## config.mk

```make
export PLATFORM = sky130hd
export DESIGN_NAME = gpio_port_bank
export DESIGN_NICKNAME = d
export VERILOG_FILES = /design/src/rtl/gpio_pkg.sv /design/src/rtl/gpio_cfg_regs.sv /design/src/rtl/gpio_change_det.sv /design/src/rtl/gpio_rd_mux.sv /design/src/rtl/gpio_port_bank.sv
export SDC_FILE = /design/constraint.sdc
export NUM_CORES = 1
export LEC_CHECK = 0
export ABC_AREA = 1
export BUFFER_PORTS_ARGS = -buffer_cell sky130_fd_sc_hd__buf_2
export CAP_MARGIN = 10
export CORE_UTILIZATION = 45
export CTS_CLUSTER_DIAMETER = 200
export DETAILED_ROUTE_END_ITERATION = 7
export MAX_ROUTING_LAYER = met4
export PLACE_DENSITY = 0.7
export SLEW_MARGIN = 40
export SYNTH_ARGS = -nofsm -noshare
export SYNTH_HDL_FRONTEND = slang
export SYNTH_SLANG_ARGS = --single-unit
```

## constraint.sdc

```tcl
create_clock -name clk_i -period 1.1 [get_ports clk_i]
set_input_delay 0.11 -clock clk_i [delete_from_list [all_inputs] [get_ports clk_i]]
set_output_delay 0.11 -clock clk_i [all_outputs]
set_load 0.05 [all_outputs]
```

## src/rtl/gpio_pkg.sv

```systemverilog
package gpio_pkg;
  typedef enum logic [1:0] {
    REG_IN  = 2'd0,
    REG_OUT = 2'd1,
    REG_POL = 2'd2,
    REG_DIR = 2'd3
  } gpio_reg_e;
endpackage

```

## src/rtl/gpio_cfg_regs.sv

```systemverilog
module gpio_cfg_regs
  import gpio_pkg::*;
#(
  parameter int unsigned WIDTH = 8
) (
  input  logic             clk_i,
  input  logic             rst_ni,
  input  logic             wr_en_i,
  input  gpio_reg_e        sel_i,
  input  logic [WIDTH-1:0] wdata_i,
  output logic [WIDTH-1:0] out_q_o,
  output logic [WIDTH-1:0] pol_q_o,
  output logic [WIDTH-1:0] dir_q_o
);
  localparam logic [WIDTH-1:0] ONES  = {WIDTH{1'b1}};
  localparam logic [WIDTH-1:0] ZEROS = '0;

  always_ff @(posedge clk_i or negedge rst_ni) begin
    if (!rst_ni) begin
      out_q_o <= ONES;
      pol_q_o <= ZEROS;
      dir_q_o <= ONES;
    end else if (wr_en_i) begin
      unique case (sel_i)
        REG_OUT: out_q_o <= wdata_i;
        REG_POL: pol_q_o <= wdata_i;
        REG_DIR: dir_q_o <= wdata_i;
        default: ;  // input register is read only
      endcase
    end
  end
endmodule

```

## src/rtl/gpio_change_det.sv

```systemverilog
module gpio_change_det #(
  parameter int unsigned WIDTH = 8
) (
  input  logic             clk_i,
  input  logic             rst_ni,
  input  logic             capture_i,
  input  logic [WIDTH-1:0] pin_i,
  input  logic [WIDTH-1:0] dir_q_i,
  output logic             irq_no
);
  logic [WIDTH-1:0] ref_q;
  logic [WIDTH-1:0] ref_d;
  logic [WIDTH-1:0] diff;
  logic             irq_n_q;

  assign ref_d = capture_i ? pin_i : ref_q;

  // per-bit mismatch, qualified by input direction
  for (genvar i = 0; i < WIDTH; i++) begin : g_bit
    assign diff[i] = dir_q_i[i] & (pin_i[i] ^ ref_d[i]);
  end

  always_ff @(posedge clk_i or negedge rst_ni) begin
    if (!rst_ni) begin
      ref_q   <= '0;
      irq_n_q <= 1'b1;
    end else begin
      ref_q   <= ref_d;
      irq_n_q <= ~|diff;
    end
  end

  assign irq_no = irq_n_q;
endmodule

```

## src/rtl/gpio_rd_mux.sv

```systemverilog
module gpio_rd_mux
  import gpio_pkg::*;
#(
  parameter int unsigned WIDTH = 8
) (
  input  gpio_reg_e        sel_i,
  input  logic [WIDTH-1:0] pin_i,
  input  logic [WIDTH-1:0] out_q_i,
  input  logic [WIDTH-1:0] pol_q_i,
  input  logic [WIDTH-1:0] dir_q_i,
  output logic [WIDTH-1:0] rdata_o
);
  always_comb begin
    unique case (sel_i)
      REG_IN:  rdata_o = pin_i ^ pol_q_i;
      REG_OUT: rdata_o = out_q_i;
      REG_POL: rdata_o = pol_q_i;
      REG_DIR: rdata_o = dir_q_i;
      default: rdata_o = '0;
    endcase
  end
endmodule

```

## src/rtl/gpio_port_bank.sv

```systemverilog
module gpio_port_bank
  import gpio_pkg::*;
#(
  parameter int unsigned WIDTH = 8
) (
  input  logic             clk_i,
  input  logic             rst_ni,
  input  logic             wr_en_i,
  input  logic             rd_en_i,
  input  logic [1:0]       addr_i,
  input  logic [WIDTH-1:0] wdata_i,
  output logic [WIDTH-1:0] rdata_o,
  input  logic [WIDTH-1:0] pin_i,
  output logic [WIDTH-1:0] out_o,
  output logic [WIDTH-1:0] oe_o,
  output logic             irq_no
);
  gpio_reg_e        sel;
  logic [WIDTH-1:0] out_q, pol_q, dir_q;
  logic             capture;

  assign sel     = gpio_reg_e'(addr_i);
  assign capture = rd_en_i && (sel == REG_IN);

  gpio_cfg_regs #(.WIDTH(WIDTH)) u_regs (
    .clk_i   (clk_i),
    .rst_ni  (rst_ni),
    .wr_en_i (wr_en_i),
    .sel_i   (sel),
    .wdata_i (wdata_i),
    .out_q_o (out_q),
    .pol_q_o (pol_q),
    .dir_q_o (dir_q)
  );

  gpio_change_det #(.WIDTH(WIDTH)) u_chg (
    .clk_i     (clk_i),
    .rst_ni    (rst_ni),
    .capture_i (capture),
    .pin_i     (pin_i),
    .dir_q_i   (dir_q),
    .irq_no    (irq_no)
  );

  gpio_rd_mux #(.WIDTH(WIDTH)) u_rd (
    .sel_i   (sel),
    .pin_i   (pin_i),
    .out_q_i (out_q),
    .pol_q_i (pol_q),
    .dir_q_i (dir_q),
    .rdata_o (rdata_o)
  );

  // direction 0 = output; input pins drive a quiet 0
  assign oe_o  = ~dir_q;
  assign out_o = out_q & ~dir_q;
endmodule

```

==> results_dict.tcl, run 1 <==
set metrics [dict create \
    outcome "finished with violations" \
    failed_checks "setup timing" \
    period_minus_slack_ns 1.468 \
    crit_type "reg2out" \
    synthToLayoutAreaGrowth_pct 55.68 \
    min_path_cells 3 \
    fin_skew_ns 0.005868 \
    synth_cell_types 19 \
    p_leak_nw 1.327 \
    final_cell_mix "nand2_1 (48), o21ai_0 (30), inv_1 (27)" \
    setup_slack_ns -0.3684 \
    dpl.cell_count 343 \
    critPathSlowestCell "dfstp_2" \
    setup_viol 24 \
    dpl_worst_slack_ns -0.2093 \
    root_buffer "clkbuf_8" \
    worstSetupPathDepth 5 \
    synth_nets 254 \
    setup.worst_path.end_class "primary output" \
    vias_per_cell 4.960 \
    yosysWarningCount 0 \
    cp_slowest_stage_delay_ns 0.57 \
    drv_cap 0 \
    slew-limit-headroom 0.7842 \
    drt_iter0_drc 82 \
    cts_tree "built" \
    num_vias 1746 \
    cp_data_required_time_ns 0.99 \
    die_w_um 65.56 \
    die_h_um 65.56 \
    cts.path.max_buffers 2 \
    ir_drop_mv 1.062 \
    grt_usage 0.2632 \
    cp_num_buf_inv 2 \
    grt_pass1_wl_um 8045 \
    hpwl_um 3313 \
    fp-row-count 22 \
    wl_um 4823 \
    synth_area_leaders "dfstp_2 (25%), dfrtp_1 (22%), o21ai_0 (10%)" \
    rsz0062_at_grt "yes" \
    cp_max_fo 2 \
    die-area_um2 4298 \
    netlist_area_um2 1818 \
    finalHoldViolCount 0 \
    ys_ff_latch 33 \
    p_total_mw 5.008 \
    synth.yosys.seq_area_share 0.4659 \
    synth_top_area_frac 0.2457 \
    yosysTopAreaCell "dfstp_2" \
    cts_buffers 5 \
    setup_tns_ns -5.656 \
    grt_pass1_vias 1761 \
    power_density_nw_per_um2 1769 \
    cts_htree_levels 2 \
    holdWs_ns 0.08876 \
    drive_gt1_frac 0.4967 \
    ant_nets 0 \
    cpLargestDelayFamily "flip-flops" \
    numClockSinks 33 \
    hold_class "in2reg" \
    post-route-period-util 1.335 \
    final_nets 325 \
    overflow 0 \
    insertion_delay_ns 0.28 \
    fmax_ghz 0.6810 \
    rr_worst_depth 6 \
    start_util 0.4821 \
    antenna_found_initial 0 \
    drt-wirelength-per-cell_um 13.70 \
    drc_errors 0 \
    stdcell_count 352 \
    core_um2 3771 \
    clkTransAtPathRegs_ns 0.07 \
    antennaDiodeCount 0 \
    crit_chain "clkinvlp_4, nor2_2, a221oi_2, o21ai_4, buf_6" \
    syn-instance-count 232 \
    slew_violations 0 \
    worstPathArrival_ns 1.36 \
    final_common_cell "nand2_1" \
    crit_path_start_kind "flop" \
    firstDrtPassIters 4 \
    port_buffers 46 \
    grt_start_max_net_pins 34 \
    ios 47 \
    gp_congestion 0.7444 \
    tightest_slew_ns 0.3237 \
    avgSynthCellArea_um2 7.836 \
]
## layer usage
| metal | share of wire | up-vias | global-route usage |
|---|---|---|---|
| met2 | 0.52 | 41 | 0.4407 |
| met1 | 0.44 | 825 | 0.3179 |
| met3 | 0.031 | 7 | 0.05556 |
| li1 | - | 873 | - |
| met4 | 0.011 | 0 | 0.07880 |
| met5 | 0 | - | - |
## final cells by class
class / instances / area, µm²
clock buffer: 7 / 86.33
fill: 270 / 940.9
multi-input combinational: 151 / 963.4
tap: 48 / 60.06
inverter: 43 / 191.4
sequential: 33 / 847.1
timing repair buffer: 69 / 651.9
clock inverter: 1 / 30.03
## tightest hold or removal path: stages
cell,delay [ns]
buf_2,0.10
inv_1,0.07
o21ai_0,0.09
## Yosys cell counts
cell      count
nand2_1      48
inv_1        42
o21ai_0      38
nor2_1       29
dfstp_2      17
dfrtp_1      16
a221oi_1      8
xnor2_1       8
a21oi_1       6
nand2_2       4
buf_6         3
nand2_4       3
a21oi_2       2
nor2_4        2
o21ai_1       2
buf_2         1
buf_4         1
inv_2         1
nand3_1       1
## where the power goes
group / switching, mW / internal [mW]
logic: 1.26 / 0.860
clock network: 0.452 / 0.739
registers: 0.207 / 1.49
total: 1.91 / 3.09
## cells by family (layout without fill, tap and decap cells)
kind of cell           after synthesis  count (layout)  synth area share
AO/OA/AOI/OAI                       56              56            0.1748
XOR/XNOR                             8               8           0.03854
buffers and inverters               48             120            0.1142
flip-flops                          33              33            0.4659
AND/OR/NAND/NOR                     87              87            0.2065
## sequential cells by signal (all words and copies together) (netlist names)
register and flops:
u_regs.pol_q_o 8, u_regs.out_q_o 8, u_regs.dir_q_o 8, u_chg.ref_q 8, u_chg.irq_no 1
## final timing paths
| check | start | to | slack [ns] |
|---|---|---|---|
| min | wdata_i[7] | u_regs.out_q_o[7] | 0.09 |
| max in group asynchronous | rst_ni | u_regs.out_q_o[5] | 0.55 |
| min reg2reg | u_chg.ref_q[7] | u_chg.ref_q[7] | 0.51 |
| max reg2reg | u_regs.dir_q_o[0] | u_chg.irq_no | 0.02 |
| max | u_regs.dir_q_o[0] | rdata_o[0] | -0.37 |
| min in group asynchronous | rst_ni | u_chg.ref_q[3] | 0.30 |
## per-stage QoR
step	cell area, µm²	utilization
finish	2830	0.7505
global route	2830	0.7505
CTS	2785	0.7386
detailed placement	2455	0.6510
global placement	2455	0.6510
floorplan	2008	-
## what timing repair did
| item | in CTS | in global routing |
|---|---|---|
| resized for setup | 64 | 23 |
| pin swaps | 1 | 4 |
| setup endpoints to repair | 25 | 26 |
| hold buffers | 1 | 0 |
| setup buffers | 1 | 3 |
| hold endpoints to repair | 28 | 0 |
No activity file was read; power rests on OpenSTA's default activity.
==> run 2, diff against run 1 <==
Settings changed: PLACE_DENSITY 0.7 to 0.68, SYNTH_HIERARCHICAL set to 1.
==> results_dict.tcl, run 2 <==
set metrics [dict create \
    synth_xor_area_frac 0.03162 \
    final_cell_mix "nand2_1 (84), buf_6 (25), nand4_1 (24)" \
    synth_nets 310 \
    power_density_nw_per_um2 1610 \
    slew_violations 0 \
    yosysWarningCount 6 \
    hold_class "in2reg" \
    syn-instance-count 288 \
    grt_pass1_vias 1927 \
    ios 47 \
    synthSimpleGateAreaFrac 0.3823 \
    num_vias 2058 \
    numClockSinks 33 \
    post-route-period-util 1.262 \
    cts.path.max_buffers 2 \
    cts_tree "built" \
    synth_compound_area_frac 0.05308 \
    insertion_delay_ns 0.30 \
    drv_cap 0 \
    die_h_um 72.17 \
    finalCoreUtilization 0.6593 \
    seq_area_um2 847.1 \
    synth_top_area_frac 0.2016 \
    setup_viol 25 \
    ir_drop_mv 0.7773 \
    cts_htree_levels 2 \
    dpl.cell_count 412 \
    yosys-mux-area-fraction 0 \
    antenna_found_initial 0 \
    ant_nets 0 \
    finalHoldViolCount 0 \
    grt_usage 0.2285 \
    cts_buffers 5 \
    fp-row-count 25 \
    cp_max_fo 2 \
    gp_congestion 0.8056 \
    drt-wirelength-per-cell_um 12.48 \
    p_leak_nw 1.564 \
    die-area_um2 5209 \
    outcome "finished with violations" \
    hpwl_um 3744 \
    netlist_area_um2 2216 \
    fin_skew_ns 0.008106 \
    antennaDiodeCount 0 \
    synth_fa_ha_area_frac 0 \
    ys.flop_type "dfstp_2" \
    drt_iter0_drc 104 \
    period_minus_slack_ns 1.389 \
    core_um2 4723 \
    synth_edf_count 0 \
    fillers 392 \
    synth_area_leaders "dfstp_2 (20%), dfrtp_1 (18%), nand2_1 (16%)" \
    tightest_slew_ns 0.2412 \
    die_w_um 72.17 \
    failed_checks "setup timing" \
    min_path_cells 3 \
    synth.yosys.seq_area_share 0.3823 \
    ys_ff_latch 33 \
    cp_data_required_time_ns 0.99 \
    crit_type "reg2out" \
    synth_cell_types 24 \
    rr_worst_depth 7 \
    stdcell_count 429 \
    avgSynthCellArea_um2 7.694 \
    port_buffers 46 \
    wl_um 5355 \
    root_buffer "clkbuf_8" \
    ys_top_cells_by_count "nand2_1 (93), inv_1 (37), nor2_1 (27)" \
    yosysMostFrequentCell "nand2_1" \
    fmax_ghz 0.7201 \
    yosysTopAreaCell "dfstp_2" \
    grt_start_max_net_pins 34 \
    firstDrtPassIters 4 \
    grt_pass1_wl_um 8956 \
    final_common_cell "nand2_1" \
    start_util 0.4691 \
    crit_path_start_kind "flop" \
    synth_top_family_by_area "simple AND/OR/NAND/NOR gates" \
    holdWs_ns 0.05349 \
    worstPathArrival_ns 1.28 \
    rsz0062_at_grt "yes" \
    clkTransAtPathRegs_ns 0.07 \
    setup.worst_path.end_class "primary output" \
    setup_slack_ns -0.2887 \
    final_nets 383 \
    drive_gt1_frac 0.4530 \
    vias_per_cell 4.797 \
    overflow 0 \
    drc_errors 0 \
    slew-limit-headroom 0.8392 \
    synthToLayoutAreaGrowth_pct 40.54 \
    multi_input_area_um2 1102 \
    synth-async-reset-ratio 1.000 \
]
run 2: changes by cell type in the layout (fill, tap and decap cells not counted), moves of 5 or more:
cell	delta
inv_4	+7
nand3_2	+12
o21ai_4	-8
o21ai_0	-22
nand3_1	+11
a221oi_2	-8
xnor2_1	-8
xor2_1	+8
nand2_2	+6
nand2_1	+36
clkinvlp_4	-7
inv_1	-5
buf_8	+5
nand4_1	+24
run 2: cells by family (layout without fill, tap and decap cells):
logic type,count (synthesis),count (layout)
simple gates,174,174
buf+inv,55,129
flops,33,33
compound gates,18,18
xor+xnor,8,8
run 2: path summary, 6_finish.rpt:
path                                    from           endpoint  slack, ns
setup / recovery           u_regs/dir_q_o[6]         rdata_o[6]      -0.29
hold / removal                    wdata_i[5]  u_regs/out_q_o[5]       0.05
setup reg to reg           u_regs/dir_q_o[0]       u_chg/irq_no      -0.01
hold reg to reg            u_regs/out_q_o[3]  u_regs/out_q_o[3]       0.48
max in group asynchronous             rst_ni  u_regs/dir_q_o[1]       0.56
min in group asynchronous             rst_ni  u_regs/pol_q_o[0]       0.29
run 2: report_power, final:
group | total, mW | switching, mW | leakage [nW] | internal (mW)
sequential | 1.65 | 0.163 | 0.371 | 1.49
clock | 1.13 | 0.483 | 0.0556 | 0.645
combinational | 2.23 | 1.31 | 1.14 | 0.923
run 2: timing repair:
| action | 4_1_cts | 5_1_grt |
|---|---|---|
| pin swaps | 16 | 18 |
| endpoints found under the hold margin | 33 | 0 |
| hold buffers | 1 | 0 |
| endpoints found under the setup margin | 25 | 25 |
| gates resized for setup | 76 | 27 |
| buffers inserted | 3 | 7 |
run 2: metal layers:
layer	routed length, µm	part of all wire	up-vias	global-route usage
met5	0	0	-	-
met4	75	0.014	0	0.07190
met3	199	0.037	6	0.04167
met2	2533	0.47	43	0.3551
met1	2546	0.48	953	0.3030
li1	-	-	1056	-
run 2: per-stage QoR:
stage	area (µm²)	total power, mW	TNS [ns]	setup slack (ns)
global route	3114	5.257	-6.204	-0.3376
detailed placement	2643	3.381	-0.5749	-0.09210
global placement	2643	3.355	-0.4380	-0.06446
floorplan	2256	2.893	0	0.02289
CTS	3007	4.884	-5.083	-0.2663
finish	3114	5.013	-5.105	-0.2887
run 2: cell type report:
cell class,count,share of cell area
Timing Repair Buffer,79,0.2495
Clock inverter,1,0.002411
Multi-Input combinational cell,200,0.3540
Sequential cell,33,0.2720
Clock buffer,7,0.03455
Tap cell,67,0.02692
Inverter,42,0.06067
run 2: worst max-delay path, stage by stage, from the launching register on:
cell	delay [ns]
dfstp_2	0.54
nand3_1	0.10
nand2_1	0.07
nor2_1	0.05
nand2_2	0.07
buf_8	0.14
